[src/rtl/ttx_pkg.sv]
package ttx_pkg;

  localparam logic [6:0] SPACE_CODE = 7'h20;

  typedef struct packed {
    logic [2:0] fg;
    logic [2:0] bg;
    logic       gfx;
    logic       flash;
    logic       conceal;
    logic       box;
    logic       dbl;
    logic       sep;
    logic       hold;
  } attr_t;

  localparam attr_t ATTR_ROW_DEFAULT = '{
    fg: 3'd7, bg: 3'd0, gfx: 1'b0, flash: 1'b0, conceal: 1'b0,
    box: 1'b0, dbl: 1'b0, sep: 1'b0, hold: 1'b0
  };

  typedef struct packed {
    logic       ctrl;       // code 0x00..0x1F
    logic       bank;       // 0: group 0, 1: group 1 (control banks)
    logic [3:0] sel;        // row within the group
    logic       mosaic_col; // bit 5 set: mosaic-capable group
    logic [6:0] ch;         // parity-stripped code
  } code_info_t;

endpackage

[src/rtl/ttx_code_split.sv]
module ttx_code_split
  import ttx_pkg::*;
(
  input  logic [7:0] raw,
  output code_info_t info
);

  logic unused_parity;
  assign unused_parity = raw[7];

  always_comb begin
    info.ch         = raw[6:0];
    info.ctrl       = (raw[6:5] == 2'b00);
    info.bank       = raw[4];
    info.sel        = raw[3:0];
    info.mosaic_col = raw[5];
  end

endmodule

[src/rtl/ttx_attr_track.sv]
module ttx_attr_track
  import ttx_pkg::*;
#(
  parameter int COLS  = 40,
  parameter int COL_W = $clog2(COLS + 1)
) (
  input  logic             clk,
  input  logic             rst,
  input  logic             row_start,
  input  logic             code_valid,
  input  code_info_t       info,
  output logic             accept,
  output logic [COL_W-1:0] cell_idx,
  output attr_t            disp_attr,
  output logic [6:0]       disp_code
);

  attr_t            attr_q, base, at, nxt;
  logic [6:0]       held_q, held_base, held_nxt;
  logic [COL_W-1:0] col_q, base_col;

  always_comb begin
    base      = row_start ? ATTR_ROW_DEFAULT : attr_q;
    held_base = row_start ? SPACE_CODE : held_q;
    base_col  = row_start ? '0 : col_q;
    accept    = code_valid && (base_col < COL_W'(COLS));

    // attributes that act in their own cell
    at = base;
    if (info.ctrl) begin
      if (!info.bank) begin
        case (info.sel)
          4'h9:    at.flash = 1'b0;
          4'hB:    at.box   = 1'b1;
          4'hC:    at.dbl   = 1'b0;
          default: ;
        endcase
      end else begin
        case (info.sel)
          4'h8:    at.conceal = 1'b1;
          4'h9:    at.sep     = 1'b0;
          4'hA:    at.sep     = 1'b1;
          4'hC:    at.bg      = 3'd0;
          4'hD:    at.bg      = base.fg;
          4'hE:    at.hold    = 1'b1;
          default: ;
        endcase
      end
    end

    // attributes that act from the next cell
    nxt = at;
    if (info.ctrl) begin
      if (!info.sel[3]) begin
        nxt.fg  = info.sel[2:0];
        nxt.gfx = info.bank;
      end else if (!info.bank) begin
        case (info.sel)
          4'h8:    nxt.flash = 1'b1;
          4'hA:    nxt.box   = 1'b0;
          4'hD:    nxt.dbl   = 1'b1;
          default: ;
        endcase
      end else if (info.sel == 4'hF) begin
        nxt.hold = 1'b0;
      end
    end

    if (!info.ctrl)
      disp_code = info.ch;
    else if (at.hold && at.gfx)
      disp_code = held_base;
    else
      disp_code = SPACE_CODE;

    held_nxt  = (!info.ctrl && at.gfx && info.mosaic_col) ? info.ch : held_base;
    disp_attr = at;
    cell_idx  = base_col;
  end

  always_ff @(posedge clk) begin
    if (rst) begin
      attr_q <= ATTR_ROW_DEFAULT;
      held_q <= SPACE_CODE;
      col_q  <= '0;
    end else if (accept) begin
      attr_q <= nxt;
      held_q <= held_nxt;
      col_q  <= base_col + COL_W'(1);
    end else if (row_start) begin
      attr_q <= ATTR_ROW_DEFAULT;
      held_q <= SPACE_CODE;
      col_q  <= '0;
    end
  end

  // a full row stays full until a row start
  p_full_stall_r12: assert property (@(posedge clk) disable iff (rst)
    code_valid && !row_start && (col_q == COL_W'(COLS)) |=> (col_q == COL_W'(COLS)));

  // release graphics has cleared hold by the following cell
  p_release_hold_r10: assert property (@(posedge clk) disable iff (rst)
    accept && info.ctrl && info.bank && (info.sel == 4'hF) |=> !attr_q.hold);

endmodule

[src/rtl/ttx_cell_reg.sv]
module ttx_cell_reg
  import ttx_pkg::*;
#(
  parameter int COL_W = 6
) (
  input  logic             clk,
  input  logic             rst,
  input  logic             accept,
  input  logic             ctrl_i,
  input  logic [COL_W-1:0] idx_i,
  input  attr_t            attr_i,
  input  logic [6:0]       code_i,
  output logic             cell_valid,
  output logic [COL_W-1:0] cell_col,
  output logic [6:0]       cell_code,
  output attr_t            cell_attr
);

  always_ff @(posedge clk) begin
    if (rst) begin
      cell_valid <= 1'b0;
      cell_col   <= '0;
      cell_code  <= SPACE_CODE;
      cell_attr  <= ATTR_ROW_DEFAULT;
    end else begin
      cell_valid <= accept;
      if (accept) begin
        cell_col  <= idx_i;
        cell_code <= code_i;
        cell_attr <= attr_i;
      end
    end
  end

  // a control cell without active hold in graphics is blank
  p_ctrl_blank_r2: assert property (@(posedge clk) disable iff (rst)
    accept && ctrl_i && !(attr_i.hold && attr_i.gfx) |=> (cell_code == SPACE_CODE));

endmodule

[src/rtl/ttx_attr_decoder.sv]
module ttx_attr_decoder
  import ttx_pkg::*;
#(
  parameter  int COLS  = 40,
  localparam int COL_W = $clog2(COLS + 1)
) (
  input  logic             clk,
  input  logic             rst,
  input  logic             row_start,
  input  logic             code_valid,
  input  logic [7:0]       code_in,
  output logic             cell_valid,
  output logic [COL_W-1:0] cell_col,
  output logic [6:0]       cell_code,
  output logic [2:0]       cell_fg,
  output logic [2:0]       cell_bg,
  output logic             cell_gfx,
  output logic             cell_flash,
  output logic             cell_conceal,
  output logic             cell_box,
  output logic             cell_dheight,
  output logic             cell_sep
);

  code_info_t       info;
  logic             accept;
  logic [COL_W-1:0] idx;
  attr_t            dattr, oattr;
  logic [6:0]       dcode;

  ttx_code_split u_split (
    .raw  (code_in),
    .info (info)
  );

  ttx_attr_track #(.COLS(COLS), .COL_W(COL_W)) u_track (
    .clk        (clk),
    .rst        (rst),
    .row_start  (row_start),
    .code_valid (code_valid),
    .info       (info),
    .accept     (accept),
    .cell_idx   (idx),
    .disp_attr  (dattr),
    .disp_code  (dcode)
  );

  ttx_cell_reg #(.COL_W(COL_W)) u_out (
    .clk        (clk),
    .rst        (rst),
    .accept     (accept),
    .ctrl_i     (info.ctrl),
    .idx_i      (idx),
    .attr_i     (dattr),
    .code_i     (dcode),
    .cell_valid (cell_valid),
    .cell_col   (cell_col),
    .cell_code  (cell_code),
    .cell_attr  (oattr)
  );

  assign cell_fg      = oattr.fg;
  assign cell_bg      = oattr.bg;
  assign cell_gfx     = oattr.gfx;
  assign cell_flash   = oattr.flash;
  assign cell_conceal = oattr.conceal;
  assign cell_box     = oattr.box;
  assign cell_dheight = oattr.dbl;
  assign cell_sep     = oattr.sep;

  // a printable code arriving with the row start shows default attributes
  p_row_default_r3: assert property (@(posedge clk) disable iff (rst)
    code_valid && row_start && (code_in[6:5] != 2'b00) |=>
      cell_valid && (cell_col == '0) && (cell_fg == 3'd7) && (cell_bg == 3'd0) &&
      !cell_gfx && !cell_flash && !cell_conceal && !cell_box && !cell_dheight && !cell_sep);

  // cells appear only one cycle after a strobe
  p_valid_follows_r13: assert property (@(posedge clk) disable iff (rst)
    cell_valid |-> $past(code_valid));

  // back-to-back cells in one row step the column by one
  p_col_step_r13: assert property (@(posedge clk) disable iff (rst)
    code_valid && !row_start && cell_valid |=>
      !cell_valid || (cell_col == $past(cell_col) + COL_W'(1)));

endmodule

[config.mk]
export PLATFORM = sky130hd
export DESIGN_NAME = ttx_attr_decoder
export DESIGN_NICKNAME = d
export VERILOG_FILES = /design/src/rtl/ttx_pkg.sv /design/src/rtl/ttx_code_split.sv /design/src/rtl/ttx_attr_track.sv /design/src/rtl/ttx_cell_reg.sv /design/src/rtl/ttx_attr_decoder.sv
export SDC_FILE = /design/constraint.sdc
export NUM_CORES = 1
export LEC_CHECK = 0
export BUFFER_PORTS_ARGS = -buffer_cell sky130_fd_sc_hd__buf_2
export CORE_MARGIN = 4
export CORE_UTILIZATION = 39
export DETAILED_ROUTE_END_ITERATION = 7
export PLACE_DENSITY = 0.59
export SLEW_MARGIN = 20
export SYNTH_ARGS = -nofsm -noshare
export SYNTH_HDL_FRONTEND = slang
export SYNTH_SLANG_ARGS = --single-unit
[constraint.sdc]
create_clock -name clk -period 1.5 [get_ports clk]
set_input_delay 0.3 -clock clk [delete_from_list [all_inputs] [get_ports clk]]
set_output_delay 0.3 -clock clk [all_outputs]
set_load 0.02 [all_outputs]
# [Word level (Yosys, flattened, before mapping)]
# Cells that the tools add are included.
[totals] ff_bits=52 in_bits=12 word_cells=77
[op_classes] n_eq_ne=8 reduce_logical=6 addsub=1 n_mux=39 magnitude_cmp=1
[ops] op="7-bit two-way mux" count=5
[ops] op="4-bit equality test (second input constant)" count=8
[ops] op="13-bit two-way mux" count=2
[ops] op="6-bit two-way mux" count=3
[ops] op="1-bit two-way mux" count=17
[ops] op="2-bit two-way mux" count=6
[ops] op="3-bit two-way mux" count=4
[ops] op="6-bit by 1-bit adder with 6-bit output (second input constant)" count=1
[ops] op="6-bit < comparator (second input constant)" count=1
[ops] op="3-bit case mux with 2 select lines" count=1
[ops] op="1-bit logical AND" count=4
[ops] op="2-bit zero test" count=1
[ops] op="1-bit case mux with 2 select lines" count=1
[ops] op="1-bit zero test" count=1

# [Logic depth before layout (Yosys ltp)]
# Gate-level depths: netlist of the first run.
[logic_depth] depth_word=9 mapped_depth=6 depth_no_buf=5

# [By module]
# Synthesis of the first run repeated with hierarchy kept, for this count alone.
[hier_totals] hier_cells=288 area_unflattened_um2=2673.8
[modules_own_cells] module="ttx_attr_track" instances=1 area_each_um2=1586.5 cells_each=188
[modules_own_cells] module="ttx_cell_reg" instances=1 area_each_um2=985.9 cells_each=86
[modules_own_cells] module="ttx_code_split" instances=1 area_each_um2=101.3 cells_each=14

# [Least setup slack after synthesis of the first run]
# Ideal clock, no wire load.
[synth_path] path_type="input -> register" start="input code_in[6]" end="register u_out.cell_code[5]" setup_time_ns=0.065 setup_slack_ns=0.065 required_time_ns=1.435 arrival_time_ns=1.370 n_path_buf=1 stages=5 path_cell_list="buf_2 > and4bb_4 > a41o_4 > a311o_1 > nand4b_1"
[synth_via] elab_chain_cells=5
[synth_rtl] item="from (decl)" line="ttx_attr_decoder.sv:11" text="input logic [7:0] code_in,"
[synth_rtl] item="2-bit zero test (*)" line="ttx_code_split.sv:13" text="info.ctrl = (raw[6:5] == 2'b00);"
[synth_rtl] item="6-bit two-way mux" line="ttx_attr_track.sv:30" text="if (info.ctrl) begin"
[synth_rtl] item="1-bit logical AND" line="ttx_attr_track.sv:71" text="else if (at.hold && at.gfx)"
[synth_rtl] item="7-bit two-way mux" line="ttx_attr_track.sv:71"
[synth_rtl] item="7-bit two-way mux (*)" line="ttx_attr_track.sv:69" text="if (!info.ctrl)"
[synth_rtl] item="to (signal assigned)" line="ttx_cell_reg.sv:29" text="cell_code <= code_i;"
[synth_rtl] item="to (decl)" line="ttx_cell_reg.sv:15" text="output logic [6:0] cell_code,"
# Mark *: on every way between the ends. The rest lies on a longest branch, timed or not.
# A chain may end at the register's enable or synchronous reset.

# [Worst setup path after layout of the first run]
[layout_path] start="register u_track.col_q[4]" end="register u_track.attr_q[5] (netlist name)"
[layout_via] elab_chain_cells=4
[layout_rtl] item="from (decl)" line="ttx_attr_track.sv:20" text="logic [COL_W-1:0] col_q, base_col;"
[layout_rtl] item="from (signal assigned)" line="ttx_attr_track.sv:89" text="col_q <= base_col + COL_W'(1);"
[layout_rtl] item="6-bit two-way mux" line="ttx_attr_track.sv:25" text="base_col = row_start ? '0 : col_q;"
[layout_rtl] item="6-bit < comparator" line="ttx_attr_track.sv:26" text="accept = code_valid && (base_col < COL_W'(COLS));"
[layout_rtl] item="1-bit logical AND" line="ttx_attr_track.sv:26"
[layout_rtl] item="13-bit two-way mux" line="ttx_attr_track.sv:86" text="end else if (accept) begin"
[layout_rtl] item="to (signal assigned)" line="ttx_attr_track.sv:87" text="attr_q <= nxt;"
[layout_rtl] item="to (decl)" line="ttx_attr_track.sv:18" text="attr_t attr_q, base, at, nxt;"
# No other way between the ends.

==> impl_metrics.ini, run 1 <==
[cts]
cts_max_level = 2
cts_buffer_depth = 2
cts.clk_slew.worst_paths_ps = 90
clk_latency_ps = 300
cts-root-buf = clkbuf_8
cts_tree = yes
cts_buffers = 5
clock_sinks = 52

[placement]
portBuffers = 36
placed_cells = 409
place.gp.congestion = 0.848
pre_cts_slack_ps = -70.2
dp_hpwl_um = 4360

[final_layout]
layout-drive-gt1-share_pct = 29.3
final_cell_mix = 52 x dfxtp_1, 39 x buf_4, 36 x buf_2
final-instance-count-excl-fill = 416
syn2layout_area_growth_pct = 27.2
fillCellCount = 610
nets = 354
final_common_cell = dfxtp_1
diodes = 0
post-route-util_pct = 51.6

[die]
num_rows = 28
initial_core_util_pct = 40.5
dieArea_mm2 = 0.00752
die_y_um = 86.7
coreArea_mm2 = 0.00596
dieWidth_um = 86.7
num_io_pins = 38

[synth]
ys_seq_elements = 52
netlist_area_mm2 = 0.00241
ys.flop_type = dfxtp_1
yosys.area.top_type = dfxtp_1
avgSynthCellArea_um2 = 8.72
synth_cell_type_count = 51
syn_nets = 290
yosys-top-cells-area = dfxtp_1 43%, nor2_1 5.1%, a21oi_1 4.8%, mux2i_1 4.1%, nor2b_1 4.1%
yosysWarnings = 0
synth-async-reset-ratio_pct = 0
syn_inst = 277
synth_edf_count = 0
synth_top_area_share_pct = 43.1
yosysSeqAreaShare_pct = 43.1

[critical_path]
end_kind = flip-flop
max_stage_delay_ps = 460
critPathKind = reg -> reg
crit_required_ps = 1740
crit_path_cell_trace = nor2_4, o21ai_4, buf_12, or4_1, a21oi_1
crit_arrival_ps = 1660
path_delay_family = simple AND/OR/NAND/NOR gates
cp_slowest_cell = or4_1
crit_fanout = 13
startpoint_type = flip-flop
worst-path-buf-inv = 1

[route]
vias = 2176
drcViolationCount = 0
wl_per_cell_um = 14.4
drt_iter0_drc = 125
drtAntennaViolNets = 0
via_per_inst = 5.23
wl_um = 5980
drt-pass1-iter-count = 4

[global_routing]
grt_pass1_vias = 2082
grt_overflow = 0
grt_pass1_wl_um = 9970
track_usage_pct = 16.8
grt_antenna_before_repair = 0
grt_max_degree = 37

[power_and_ir_drop]
cellPowerDensity_mw_per_mm2 = 859
p_leak_nw = 1.30
irDropWorstVdd_v = 0.000415

[timing]
finalClockSkew_ps = 8.57
maxSlewViolCount = 0
fin_tns_setup_ps = 0
hold_violations = 0
setup_viol = 0
fin_ws_ps = 84.6
min_period_ps = 1420
timing.fmax_mhz = 707
rsz0062_at_grt = no
relSlewSlack_pct = 71.9
worst_slew_pin_slew_ps = 418
finalCritPeriodShare_pct = 94.4

[flow_run]
maxCapViolations = 0

[worst_hold_path]
worstHoldPathType = in -> reg

[run_status]
status = completed
==> path summary, 6_finish.rpt <==
| path | start | to | slack (ps) | cells past startpoint |
|---|---|---|---|---|
| worst max-delay path | u_track.col_q[4] | u_track.attr_q[5] | 80 | 5 |
| worst min-delay path | code_valid | u_out.cell_col[5] | 270 | 2 |
| worst max register to register | u_track.col_q[4] | u_track.attr_q[5] | 80 | 5 |
| worst min register to register | u_out.cell_attr[6] | u_out.cell_attr[6] | 460 | 2 |
==> layout make-up <==
cell class | count | area [µm²] | area share (%)
Multi-Input combinational cell | 197 | 1250 | 40.6
Sequential cell | 52 | 1040 | 33.9
Timing Repair Buffer | 80 | 573 | 18.7
Clock buffer | 7 | 96.3 | 3.14
Tap cell | 75 | 93.8 | 3.06
Inverter | 5 | 18.8 | 0.611
==> metrics by stage <==
stage	area, µm²	hold slack, ps	power [mW]
after floorplan	2410	425	1.66
after global placement	2970	436	1.80
after detailed placement	2970	440	1.81
after CTS	3060	254	2.68
after global routing	3070	276	2.76
final	3070	271	2.64
==> synth_stat cells (all sizes together), types with 5 or more instances <==
cell / count
clkbuf: 10
buf: 13
inv: 5
nand4: 9
mux2i: 10
nor2: 34
dfxtp: 52
a21oi: 23
nor3: 9
nor2b: 16
nand2b: 6
nand2: 24
a211oi: 10
==> report_power, final <==
| part | switching [mW] | internal [mW] |
|---|---|---|
| clock network | 0.451 | 0.412 |
| logic | 0.202 | 0.144 |
| registers | 0.0138 | 1.41 |
| total | 0.667 | 1.97 |
==> metal layers <==
| layer | track usage (%) | wire length (µm) |
|---|---|---|
| met1 | 22.0 | 2890 |
| met3 | 3.71 | 242 |
| met4 | 5.81 | 101 |
| met2 | 27.1 | 2740 |
| met5 | 0 | 0 |
==> worst reg2reg max path, delay by kind of cell (launching register included) <==
family / cells / cell delay, ps
and+or+nand+nor: 2 / 660
DFF: 1 / 340
AOI/OAI and AO/OA: 2 / 220
buffers and inverters: 1 / 150
==> what timing repair did <==
item                                    CTS  global route
endpoints found under the setup margin    0             7
resized for setup                         0             2
buffers inserted                          0             0
hold buffers                              0             0
==> cell families after synthesis <==
logic type / after synthesis / share of synthesized area (%)
AND/OR/NAND/NOR: 121 / 26.7
AO/OA/AOI/OAI: 60 / 18.1
flip-flops: 52 / 43.1
buffers and inverters: 28 / 5.49
multiplexers: 11 / 4.61
XOR/XNOR: 4 / 1.45
adder cells (fa/ha/maj): 1 / 0.518
==> registers in the layout (all words and copies together), names as in the netlist <==
| name | count |
|---|---|
| u_out.cell_code | 7 |
| u_out.cell_attr | 12 |
| u_track.col_q | 6 |
| u_track.attr_q | 13 |
| u_out.cell_col | 6 |
| u_out.cell_valid | 1 |
| u_track.held_q | 7 |
(Power assumes the default switching activity.)
==> run 2: changes to the inputs <==
--- a/config.mk
+++ b/config.mk
@@ -6,6 +6,7 @@
 export NUM_CORES = 1
 export LEC_CHECK = 0
 export BUFFER_PORTS_ARGS = -buffer_cell sky130_fd_sc_hd__buf_2
+export CORE_ASPECT_RATIO = 1.75
 export CORE_MARGIN = 4
 export CORE_UTILIZATION = 39
 export DETAILED_ROUTE_END_ITERATION = 7
==> constraint.sdc (replaced) <==
create_clock -name clk -period 1.5 [get_ports clk]
set_input_delay 0.375 -clock clk [delete_from_list [all_inputs] [get_ports clk]]
set_output_delay 0.375 -clock clk [all_outputs]
set_load 0.02 [all_outputs]
==> run 2 against run 1 <==
Compared with the run above: register-to-register slack about the same; largest power group unchanged; first-iteration DRC count increased by 19%; sequential share of layout area decreased by 0.17 points; worst hold slack improved by 110 ps; clock power decreased by 2%; setup slack improved by 3.9 ps.
==> impl_metrics.ini, run 2 (same netlist as run 1, synthesis figures left out) <==
[critical_path]
crit_arrival_ps = 1670
r2r_start = u_track.col_q[3]
crit_end = u_track.attr_q[5]
startpoint_type = flip-flop
startpoint = u_track.col_q[3]
critPathKind = reg -> reg
crit_fanout = 20
end_kind = flip-flop
crit_required_ps = 1760
r2r_end = u_track.attr_q[5]
crit_path_cell_trace = nor2_4, o21ai_4, buf_12, or4_4, a21oi_2
max_stage_delay_ps = 480
cp_slowest_cell = or4_4
r2r_slack_ps = 90
r2r_cells = 5

[die]
dieArea_mm2 = 0.00756
die_y_um = 112
num_rows = 37
dieWidth_um = 67.5
coreArea_mm2 = 0.00597
num_io_pins = 38
initial_core_util_pct = 40.4

[route]
drtAntennaViolNets = 0
vias = 2225
drcViolationCount = 0
drt_iter0_drc = 149
wl_um = 5970
drt-pass1-iter-count = 4
wl_per_cell_um = 14.1
via_per_inst = 5.25

[power_and_ir_drop]
irDropWorstVdd_v = 0.000541
p_sw_mw = 0.687
cellPowerDensity_mw_per_mm2 = 848
seqPwrFrac_pct = 54.5
p_leak_nw = 1.31
p_clk_share_pct = 32.3
intPower_mw = 1.93
p_sw_share_pct = 26.2
comb_power_share_pct = 13.2

[placement]
placed_cells = 416
place.gp.congestion = 0.775
dp_hpwl_um = 4210
portBuffers = 36

[cts]
cts.clk_slew.worst_paths_ps = 100
clock_sinks = 52
cts_buffer_depth = 2
cts_buffers = 5
cts_max_level = 2
clk_latency_ps = 310
cts-root-buf = clkbuf_8
cts_tree = yes

[final_layout]
reg.largest.list = u_track.attr_q x13, u_out.cell_attr x12
nets = 358
syn2layout_area_growth_pct = 27.9
regMostFlops = u_track.attr_q
fillCellCount = 608
diodes = 0
layout-drive-gt1-share_pct = 30.9
multiInputGateArea_mm2 = 0.00125
largest_reg_flops = 13
final-instance-count-excl-fill = 424
final_cell_mix = 51 x dfxtp_1, 44 x buf_4, 36 x buf_2
final_common_cell = dfxtp_1
register_area_mm2 = 0.00104

[global_routing]
grt_antenna_before_repair = 0
grt_max_degree = 57
track_usage_pct = 17.2
grt_pass1_vias = 2159
grt_pass1_wl_um = 10100
grt_overflow = 0

[timing]
setup_viol = 0
relSlewSlack_pct = 75.0
hold_violations = 0
fin_tns_setup_ps = 0
finalClockSkew_ps = 9.64
worst_slew_pin_slew_ps = 371
finalCritPeriodShare_pct = 94.1
min_period_ps = 1410
rsz0062_at_grt = no
timing.fmax_mhz = 708
maxSlewViolCount = 0

[flow_run]
maxCapViolations = 0

[worst_hold_path]
worstHoldPathType = in -> reg

[run_status]
status = completed
-- run 2: area by class of cell --
type	instances	area share (%)
multi-input combinational	197	40.6
sequential	52	33.7
timing repair buffer	84	18.8
tap	78	3.16
clock buffer	7	2.79
inverter	5	0.608
clock inverter	1	0.243
-- run 2: critical path, delay by kind of cell, from the launching register on --
family,cells,cell delay (ps)
AOI/OAI and AO/OA,2,190
buffers and inverters,1,160
DFF,1,350
and+or+nand+nor,2,650
-- run 2: repair_timing --
item	in CTS	in global routing
hold endpoints to repair	0	0
hold buffers	0	0
pin swaps	0	1
setup endpoints to repair	2	7
setup buffers	0	0
gates cloned	0	0
gates resized for setup	1	6
-- run 2: layer usage --
metal / wire length, µm / global-route usage (%)
met1: 2610 / 20.8
met2: 3050 / 29.2
met3: 189 / 2.80
met4: 113 / 6.91
met5: 0 / 0
-- run 2: how the worst min path moves through the flow --
stage / from / end / slack (ps) / cells past startpoint
2_1_floorplan: u_track.held_q[5] / u_track.held_q[5] / 430 / 2
3_3_place_gp: u_out.cell_attr[5] / u_out.cell_attr[5] / 440 / 2
3_5_place_dp: u_track.held_q[5] / u_track.held_q[5] / 440 / 2
4_1_cts: rst / u_track.attr_q[7] / 380 / 4
5_1_grt: rst / u_track.attr_q[7] / 400 / 4
6_report: rst / u_track.attr_q[7] / 390 / 4
-- run 2: power by group through the flow --
stage | combinational [mW] | clock, mW | sequential, mW
floorplan | 0.162 | 0 | 1.49
global placement | 0.344 | 0 | 1.46
detailed placement | 0.345 | 0 | 1.46
CTS | 0.347 | 0.878 | 1.43
global route | 0.381 | 0.910 | 1.43
finish | 0.346 | 0.847 | 1.43
-- run 2: stage by stage --
step | worst slack (ps) | hold WS [ps] | area (µm²) | utilization [%] | power (mW)
after floorplan | 10.5 | 425 | 2420 | - | 1.66
after global routing | 1.21 | 402 | 3090 | 51.7 | 2.72
after detailed placement | -167 | 443 | 2980 | 49.8 | 1.81
final | 88.5 | 385 | 3090 | 51.7 | 2.62
after CTS | 6.59 | 381 | 3070 | 51.4 | 2.65
after global placement | -144 | 439 | 2980 | 49.8 | 1.80
